File: config.mk
export PLATFORM = sky130hd
export DESIGN_NAME = ref_loss_supervisor
export DESIGN_NICKNAME = d
export VERILOG_FILES = /design/src/rtl/ref_sup_pkg.sv /design/src/rtl/ref_edge_sync.sv /design/src/rtl/ref_period_meter.sv /design/src/rtl/ref_lock_fsm.sv /design/src/rtl/ref_loss_supervisor.sv
export SDC_FILE = /design/constraint.sdc
export NUM_CORES = 1
export LEC_CHECK = 0
export BUFFER_PORTS_ARGS = -buffer_cell sky130_fd_sc_hd__buf_2
export CORE_ASPECT_RATIO = 0.8
export CORE_MARGIN = 1
export CORE_UTILIZATION = 65
export CTS_CLUSTER_DIAMETER = 40
export CTS_CLUSTER_SIZE = 12
export DETAILED_ROUTE_END_ITERATION = 10
export HOLD_SLACK_MARGIN = 0.15
export PLACE_DENSITY = 0.92
export SYNTH_ARGS = -nofsm -noshare
export SYNTH_HDL_FRONTEND = slang
export SYNTH_SLANG_ARGS = --single-unit
File: constraint.sdc
create_clock -name clk_i -period 8.73 [get_ports clk_i]
set_clock_uncertainty 0.05 [all_clocks]
set_input_delay 1.3095 -clock clk_i [delete_from_list [all_inputs] [get_ports clk_i]]
set_output_delay 1.3095 -clock clk_i [all_outputs]
set_load 0.01 [all_outputs]
File: src/rtl/ref_sup_pkg.sv
package ref_sup_pkg;
  typedef enum logic [2:0] {
    ST_RESET,
    ST_ACQUIRE,
    ST_LOCKED,
    ST_HOLDOVER,
    ST_UNLOCKED
  } sup_state_e;
endpackage

File: src/rtl/ref_edge_sync.sv
module ref_edge_sync #(
  parameter int SYNC_STAGES = 2
) (
  input  logic clk_i,
  input  logic rst_ni,
  input  logic ref_i,
  output logic rise_o
);
  logic [SYNC_STAGES-1:0] sync_q;
  logic                   last_q;

  for (genvar g = 0; g < SYNC_STAGES; g++) begin : g_stage
    if (g == 0) begin : g_first
      always_ff @(posedge clk_i or negedge rst_ni)
        if (!rst_ni) sync_q[g] <= 1'b0;
        else         sync_q[g] <= ref_i;
    end else begin : g_next
      always_ff @(posedge clk_i or negedge rst_ni)
        if (!rst_ni) sync_q[g] <= 1'b0;
        else         sync_q[g] <= sync_q[g-1];
    end
  end

  always_ff @(posedge clk_i or negedge rst_ni)
    if (!rst_ni) last_q <= 1'b0;
    else         last_q <= sync_q[SYNC_STAGES-1];

  assign rise_o = sync_q[SYNC_STAGES-1] & ~last_q;


  edge_spacing_chk: assert property (@(posedge clk_i) disable iff (!rst_ni)
    rise_o |=> !rise_o);
endmodule

File: src/rtl/ref_period_meter.sv
module ref_period_meter #(
  parameter int TIMEOUT_CYC = 1 << 23,
  parameter int TCS_CYC     = 4096,
  parameter int PER_TOL     = 2
) (
  input  logic clk_i,
  input  logic rst_ni,
  input  logic rise_i,
  output logic stale_o,
  output logic timeout_o,
  output logic valid_o,
  output logic change_o
);
  localparam int GAP_W = $clog2(TIMEOUT_CYC + 1);
  localparam logic [GAP_W-1:0] GAP_MAX = GAP_W'(TIMEOUT_CYC);
  localparam logic [GAP_W-1:0] GAP_TCS = GAP_W'(TCS_CYC);
  localparam logic [GAP_W:0]   TOL_V   = (GAP_W+1)'(PER_TOL);

  logic [GAP_W-1:0] gap_q;
  logic [GAP_W:0]   prev_q, cur, diff;
  logic             valid_q;

  always_ff @(posedge clk_i or negedge rst_ni)
    if (!rst_ni)               gap_q <= '0;
    else if (rise_i)           gap_q <= '0;
    else if (gap_q != GAP_MAX) gap_q <= gap_q + 1'b1;

  assign stale_o   = gap_q >= GAP_TCS;
  assign timeout_o = gap_q == GAP_MAX;
  assign cur       = {1'b0, gap_q} + 1'b1;
  assign diff      = (cur > prev_q) ? cur - prev_q : prev_q - cur;
  assign change_o  = rise_i && valid_q && !stale_o && (diff > TOL_V);
  assign valid_o   = valid_q;

  // a period that ends a long gap is not a reference for the next one
  always_ff @(posedge clk_i or negedge rst_ni)
    if (!rst_ni) begin
      valid_q <= 1'b0;
      prev_q  <= '0;
    end else if (rise_i && !stale_o) begin
      valid_q <= 1'b1;
      prev_q  <= cur;
    end else if (stale_o) begin
      valid_q <= 1'b0;
    end


  gap_bound_chk: assert property (@(posedge clk_i) disable iff (!rst_ni)
    timeout_o && !rise_i |=> timeout_o);


  stale_drop_chk: assert property (@(posedge clk_i) disable iff (!rst_ni)
    stale_o |=> !valid_o);
endmodule

File: src/rtl/ref_lock_fsm.sv
module ref_lock_fsm
  import ref_sup_pkg::*;
#(
  parameter int LOCK_CYC = 65536
) (
  input  logic       clk_i,
  input  logic       rst_ni,
  input  logic       rise_i,
  input  logic       stale_i,
  input  logic       timeout_i,
  input  logic       valid_i,
  input  logic       change_i,
  input  logic       skip_en_i,
  output sup_state_e state_o
);
  localparam int LOCK_W = $clog2(LOCK_CYC);
  localparam logic [LOCK_W-1:0] LOCK_LAST = LOCK_W'(LOCK_CYC - 1);

  sup_state_e       st_q, st_d;
  logic [LOCK_W-1:0] lock_q;
  logic              relock, steady, lock_done;

  assign relock    = (st_q == ST_ACQUIRE) || (st_q == ST_UNLOCKED);
  assign steady    = valid_i && !stale_i && !change_i;
  assign lock_done = steady && (lock_q == LOCK_LAST);

  always_comb begin
    st_d = st_q;
    case (st_q)
      ST_RESET:    st_d = ST_ACQUIRE;
      ST_ACQUIRE,
      ST_UNLOCKED: if (lock_done) st_d = ST_LOCKED;
      ST_LOCKED:   if (change_i)     st_d = ST_UNLOCKED;
                   else if (stale_i) st_d = ST_HOLDOVER;
      ST_HOLDOVER: if (rise_i)         st_d = skip_en_i ? ST_LOCKED : ST_UNLOCKED;
                   else if (timeout_i) st_d = ST_UNLOCKED;
      default:     st_d = ST_RESET;
    endcase
  end

  always_ff @(posedge clk_i or negedge rst_ni)
    if (!rst_ni) st_q <= ST_RESET;
    else         st_q <= st_d;

  always_ff @(posedge clk_i or negedge rst_ni)
    if (!rst_ni)                 lock_q <= '0;
    else if (!relock || !steady) lock_q <= '0;
    else if (!lock_done)         lock_q <= lock_q + 1'b1;

  assign state_o = st_q;


  lock_entry_chk: assert property (@(posedge clk_i) disable iff (!rst_ni)
    (st_q == ST_LOCKED) && (($past(st_q) == ST_ACQUIRE) || ($past(st_q) == ST_UNLOCKED))
    |-> $past(lock_q) == LOCK_LAST);


  glitch_unlock_chk: assert property (@(posedge clk_i) disable iff (!rst_ni)
    (st_q == ST_LOCKED) && change_i |=> st_q == ST_UNLOCKED);


  holdover_exit_chk: assert property (@(posedge clk_i) disable iff (!rst_ni)
    (st_q == ST_HOLDOVER) && timeout_i |=> st_q != ST_HOLDOVER);


  skip_return_chk: assert property (@(posedge clk_i) disable iff (!rst_ni)
    (st_q == ST_HOLDOVER) && rise_i && skip_en_i |=> st_q == ST_LOCKED);
endmodule

File: src/rtl/ref_loss_supervisor.sv
module ref_loss_supervisor
  import ref_sup_pkg::*;
#(
  parameter int TIMEOUT_CYC = 1 << 23,
  parameter int TCS_CYC     = 4096,
  parameter int LOCK_CYC    = 65536,
  parameter int PER_TOL     = 2,
  parameter int SYNC_STAGES = 2
) (
  input  logic clk_i,
  input  logic rst_ni,
  input  logic ref_clk_i,
  input  logic skip_en_i,
  input  logic unl_run_i,
  output logic unlock_o,
  output logic out_en_o
);
  logic       rise, stale, timeout, valid, change;
  sup_state_e state;

  ref_edge_sync #(.SYNC_STAGES(SYNC_STAGES)) u_sync (
    .clk_i  (clk_i),
    .rst_ni (rst_ni),
    .ref_i  (ref_clk_i),
    .rise_o (rise)
  );

  ref_period_meter #(
    .TIMEOUT_CYC (TIMEOUT_CYC),
    .TCS_CYC     (TCS_CYC),
    .PER_TOL     (PER_TOL)
  ) u_meter (
    .clk_i     (clk_i),
    .rst_ni    (rst_ni),
    .rise_i    (rise),
    .stale_o   (stale),
    .timeout_o (timeout),
    .valid_o   (valid),
    .change_o  (change)
  );

  ref_lock_fsm #(.LOCK_CYC(LOCK_CYC)) u_fsm (
    .clk_i     (clk_i),
    .rst_ni    (rst_ni),
    .rise_i    (rise),
    .stale_i   (stale),
    .timeout_i (timeout),
    .valid_i   (valid),
    .change_i  (change),
    .skip_en_i (skip_en_i),
    .state_o   (state)
  );

  assign unlock_o = (state != ST_LOCKED) && (state != ST_HOLDOVER);
  assign out_en_o = !unlock_o || unl_run_i;


  out_gate_chk: assert property (@(posedge clk_i) disable iff (!rst_ni)
    !out_en_o |-> unlock_o && !unl_run_i);
endmodule

==> results.txt <==
Dividing the detail-routed wire length by the instance count gives 19.7 um. Total leakage power: 3.18 nW. Based on the critical path, the design can be clocked at up to 0.155 GHz. The clock period could shrink to 6.46 ns. The H-tree depth was 3; the effective utilization at floorplan was 0.681. Pin count of the biggest net entering global routing: 73.

In this run the register-to-register setup slack is 2.27 ns. Via density per instance: 6.72. For the area of the die, the log shows 0.0101 mm^2. The post-cts resize count was 0; the placeable core area was 0.00923 mm^2. The logs give 0 for the number of hold violations in the final report and 0 for the post-CTS setup repair buffer count. Final count of negative-setup-slack endpoints: 0. The final global-route overflow total was 0.

At the placement stage, the worst setup path has a slack of 2.48 ns. Across the run, the number of max-cap violations was 0. STA puts the critical path data arrival time at 6.66 ns. The wire length of the first global-routing pass is 29,500 um, and the initial antenna violation count is 0.

The tools report the first element of the critical path as u_meter.gap_q[0]. For the post-placement cell area, the log shows 0.00629 mm^2. In the layout the commonest cells are 88 x a21oi_1, 72 x dfrtp_1, 70 x inv_1, 67 x nor2_1, 66 x nand2_1. The synthesized design contains 0 enable-type register cells. After synthesis, the netlist uses 71 different library cells. In this run, the number of DRC markers left after iteration 0 of detailed routing was 591. Yosys attributes the largest share of cell area to dfrtp_1 29%, ha_1 10%, a21oi_1 7.0%, inv_1 4.2%, o21ai_0 4.1%. The slowest stage of the critical path belongs to the cell or4_4. Number of nets produced by synthesis: 846.

The floorplan has 31 rows. The synthesized design contains 72 register bits. The peak per-stage delay on the critical path is 0.68 ns. In this run the horizontal extent of the chip is 112 um.

The critical path class was reg -> reg. The die height came out at 89.9 um. For this run, design rule violations remaining after detail routing come to 0. The global routing usage summed across all routing layers was 0.370; the layout overhead on the synthesized area was 4.66%. For the pin with the worst max-slew slack, the measured transition is 0.939 ns. For the number of pins exceeding their max-slew limit in the final report, the log shows 0. The most frequent standard cell in the layout excluding fill and tap cells is a21oi_1. The tools report the clock insertion delay at the later pin of the skew report as 0.34 ns. The worst slew margin relative to its limit is 0.374. Critical path required time: 8.93 ns.

The critical path ends at u_fsm.lock_q[10]. TritonCTS built the clock tree. The tools report the proportion of synthesized chip area in sequential cells as 0.287. At the end of the flow, the number of nets in the layout was 833.

The proportion of netlist area held by the largest area contributor is 0.287, and the areal power density over the cells is 189 mW/mm^2. The logs give 0.987 for the global placer's final weighted congestion and 715 for the filler cell count. Port buffering added 6 buffers.

Summed over all nets, the half-perimeter wirelength after detailed placement is 13,200 um. The number of global-route vias before repair is 5,907, and the total number of vias is 6,012. No sink is reached through more buffers than the 2 on the longest clock path.

The fraction of final layout cells sized beyond drive strength 1 was 0.0668; the count of TritonRoute iterations in the first routing pass was 6. Clock-pin slew of the registers on the worst-case setup and hold paths: 0.06 ns. Summing all non-filler instances in the final layout gives an area of 0.00658 mm^2.

The worst setup path is launched from a flip-flop. In this run the critical register-to-register path is captured at u_fsm.lock_q[10]. The critical path goes through ha_1 -> nand3_1 -> nor2_1 -> nand2_1 -> nor2_1 -> and3_1 -> inv_1 -> nor2_1 -> nand3_1 -> xor2_1 -> inv_1 -> ha_1 -> and4_1 -> and2_1 -> a31oi_1 -> nand2b_1 -> o21a_1 -> mux2i_1 -> xor2_1 -> nand4_1 -> nor4b_2 -> nor2_1 -> or4_4 -> nor3_1. Summed over all layers, the routed wires come to 17,600 um.

STA classifies the critical path endpoint as a flip-flop. After routing, the total negative slack on setup checks comes to 0 ns. Along the worst path, the maximum fanout reaches 16.

The share of synthesized flip-flops with an asynchronous set or reset works out to 1.00. The library cell occupying the most area in the post-synthesis netlist is dfrtp_1. The tools report the startpoint of the lowest-slack register-to-register path as u_meter.gap_q[0].

In this run the remaining antenna-violating nets after routing total 0. In this run the worst hold path is classified as reg -> reg. The flow ran to the end, and the final reports show no timing, DRC or antenna violations.

Worst voltage drop across the vdd grid: 191 uV. Setup repair after global routing left no endpoint under its margin. Counting every instance in the synthesized netlist gives 787. The clock tree root buffer cell is clkbuf_16. The count of warnings emitted by yosys is 0. After synthesis the cells add up to 0.00628 mm^2. The number of cell instances on the worst register-to-register path is 24.

The top flip-flop cell by instance count after synthesis is dfrtp_1. The final period utilization is 0.740, and the I/O pin count is 7. Each instance of the synthesized netlist takes up on average 7.98 um^2.

Counting the buffers created by CTS gives 9. The logs give 0 for the number of buffers inserted for hold repair after clock tree synthesis and 2.27 ns for the final worst setup slack. The number of antenna diodes in the final layout is 0. Counting every sink on the clock net gives 72. The most common cell type on the critical path was nor2_1.
final cells by class:
type | instances | area, um^2 | area share
Clock buffer | 10 | 239 | 0.0363
Clock inverter | 6 | 47.5 | 0.00723
Inverter | 70 | 263 | 0.0400
Multi-Input combinational cell | 611 | 4020 | 0.611
Sequential cell | 72 | 1800 | 0.274
Tap cell | 115 | 144 | 0.0219
Timing Repair Buffer | 10 | 60.1 | 0.00913
worst max-delay path, delay by kind of cell (launching register included):
| family | cells | cell delay, ns |
|---|---|---|
| buf+inv | 2 | 0.16 |
| simple gates | 15 | 3.69 |
| mux | 1 | 0.27 |
| compound gates | 2 | 0.59 |
| fa+ha+maj | 2 | 0.73 |
| flops | 1 | 0.42 |
| xor+xnor | 2 | 0.47 |
cell families after synthesis:
logic type	count (synthesis)	synth area share
AND/OR/NAND/NOR	259	0.206
AO/OA/AOI/OAI	235	0.234
buffers and inverters	104	0.0733
flip-flops	72	0.287
adder cells (fa/ha/maj)	54	0.110
XOR/XNOR	51	0.0711
multiplexers	12	0.0197
registers in the layout, indices dropped and copies added, names as in the netlist:
signal and cells:
u_fsm.lock_q 16, u_fsm.state_o 3, u_meter.gap_q 24, u_meter.prev_q 25, u_meter.valid_o 1, u_sync.last_q 1
u_sync.sync_q 2
report_power, final:
group	leakage, nW	total, W	internal (W)	switching, W
Clock	0.140	0.000366	0.000203	0.000162
Combinational	2.08	0.000496	0.000193	0.000304
Sequential	0.965	0.000380	0.000355	0.0000249
Total	3.18	0.00124	0.000752	0.000491
worst min path at each step:
stage	from	end	slack (ns)	depth (start not counted)
final	u_sync.sync_q[0]	u_sync.sync_q[1]	0.31	0
after global placement	u_sync.sync_q[0]	u_sync.sync_q[1]	0.29	0
after CTS	u_sync.sync_q[0]	u_sync.sync_q[1]	0.31	0
after global routing	u_sync.sync_q[0]	u_sync.sync_q[1]	0.32	0
after detailed placement	u_sync.sync_q[0]	u_sync.sync_q[1]	0.29	0
after floorplan	u_sync.sync_q[0]	u_sync.sync_q[1]	0.28	0
Yosys cell counts, drive strengths merged (2+ instances only):
master and number:
nand3 36, nor4b 3, xor2 23, mux2 3
fa 2, a211oi 8, a31o 3, o21ai 54
a41oi 4, or4 5, mux2i 9, o21bai 7
nand2b 4, nor2b 3, buf 22, and2 4
a21oi 94, clkbuf 12, o2111ai 2, dfrtp 72
ha 52, inv 70, a31oi 5, o221ai 2
nor2 67, nand4 16, xnor2 28, nor3 13
nor4 10, and4 6, o31ai 7, a21o 12
and3 9, o21a 7, o311ai 2, nand2 67
o211ai 12, or2 4, or3 9
metal layers:
layer  part of all wire  vias up  track usage
met5                  0        -            0
met4              0.027        0        0.136
met3              0.094       50       0.0688
met2               0.45      302        0.585
met1               0.43     2889        0.507
li1                   -     2771            -
through the flow:
step / util / hold slack, ns / instances / total power (W)
2_1_floorplan: - / 0.281 / 787 / 0.000752
3_3_place_gp: 0.681 / 0.294 / 878 / 0.000841
3_5_place_dp: 0.681 / 0.288 / 878 / 0.000859
4_1_cts: 0.712 / 0.312 / 894 / 0.00122
5_1_grt: 0.712 / 0.324 / 894 / 0.00130
6_report: 0.712 / 0.311 / 894 / 0.00124
Note: power is estimated with default switching activity, not from simulation.
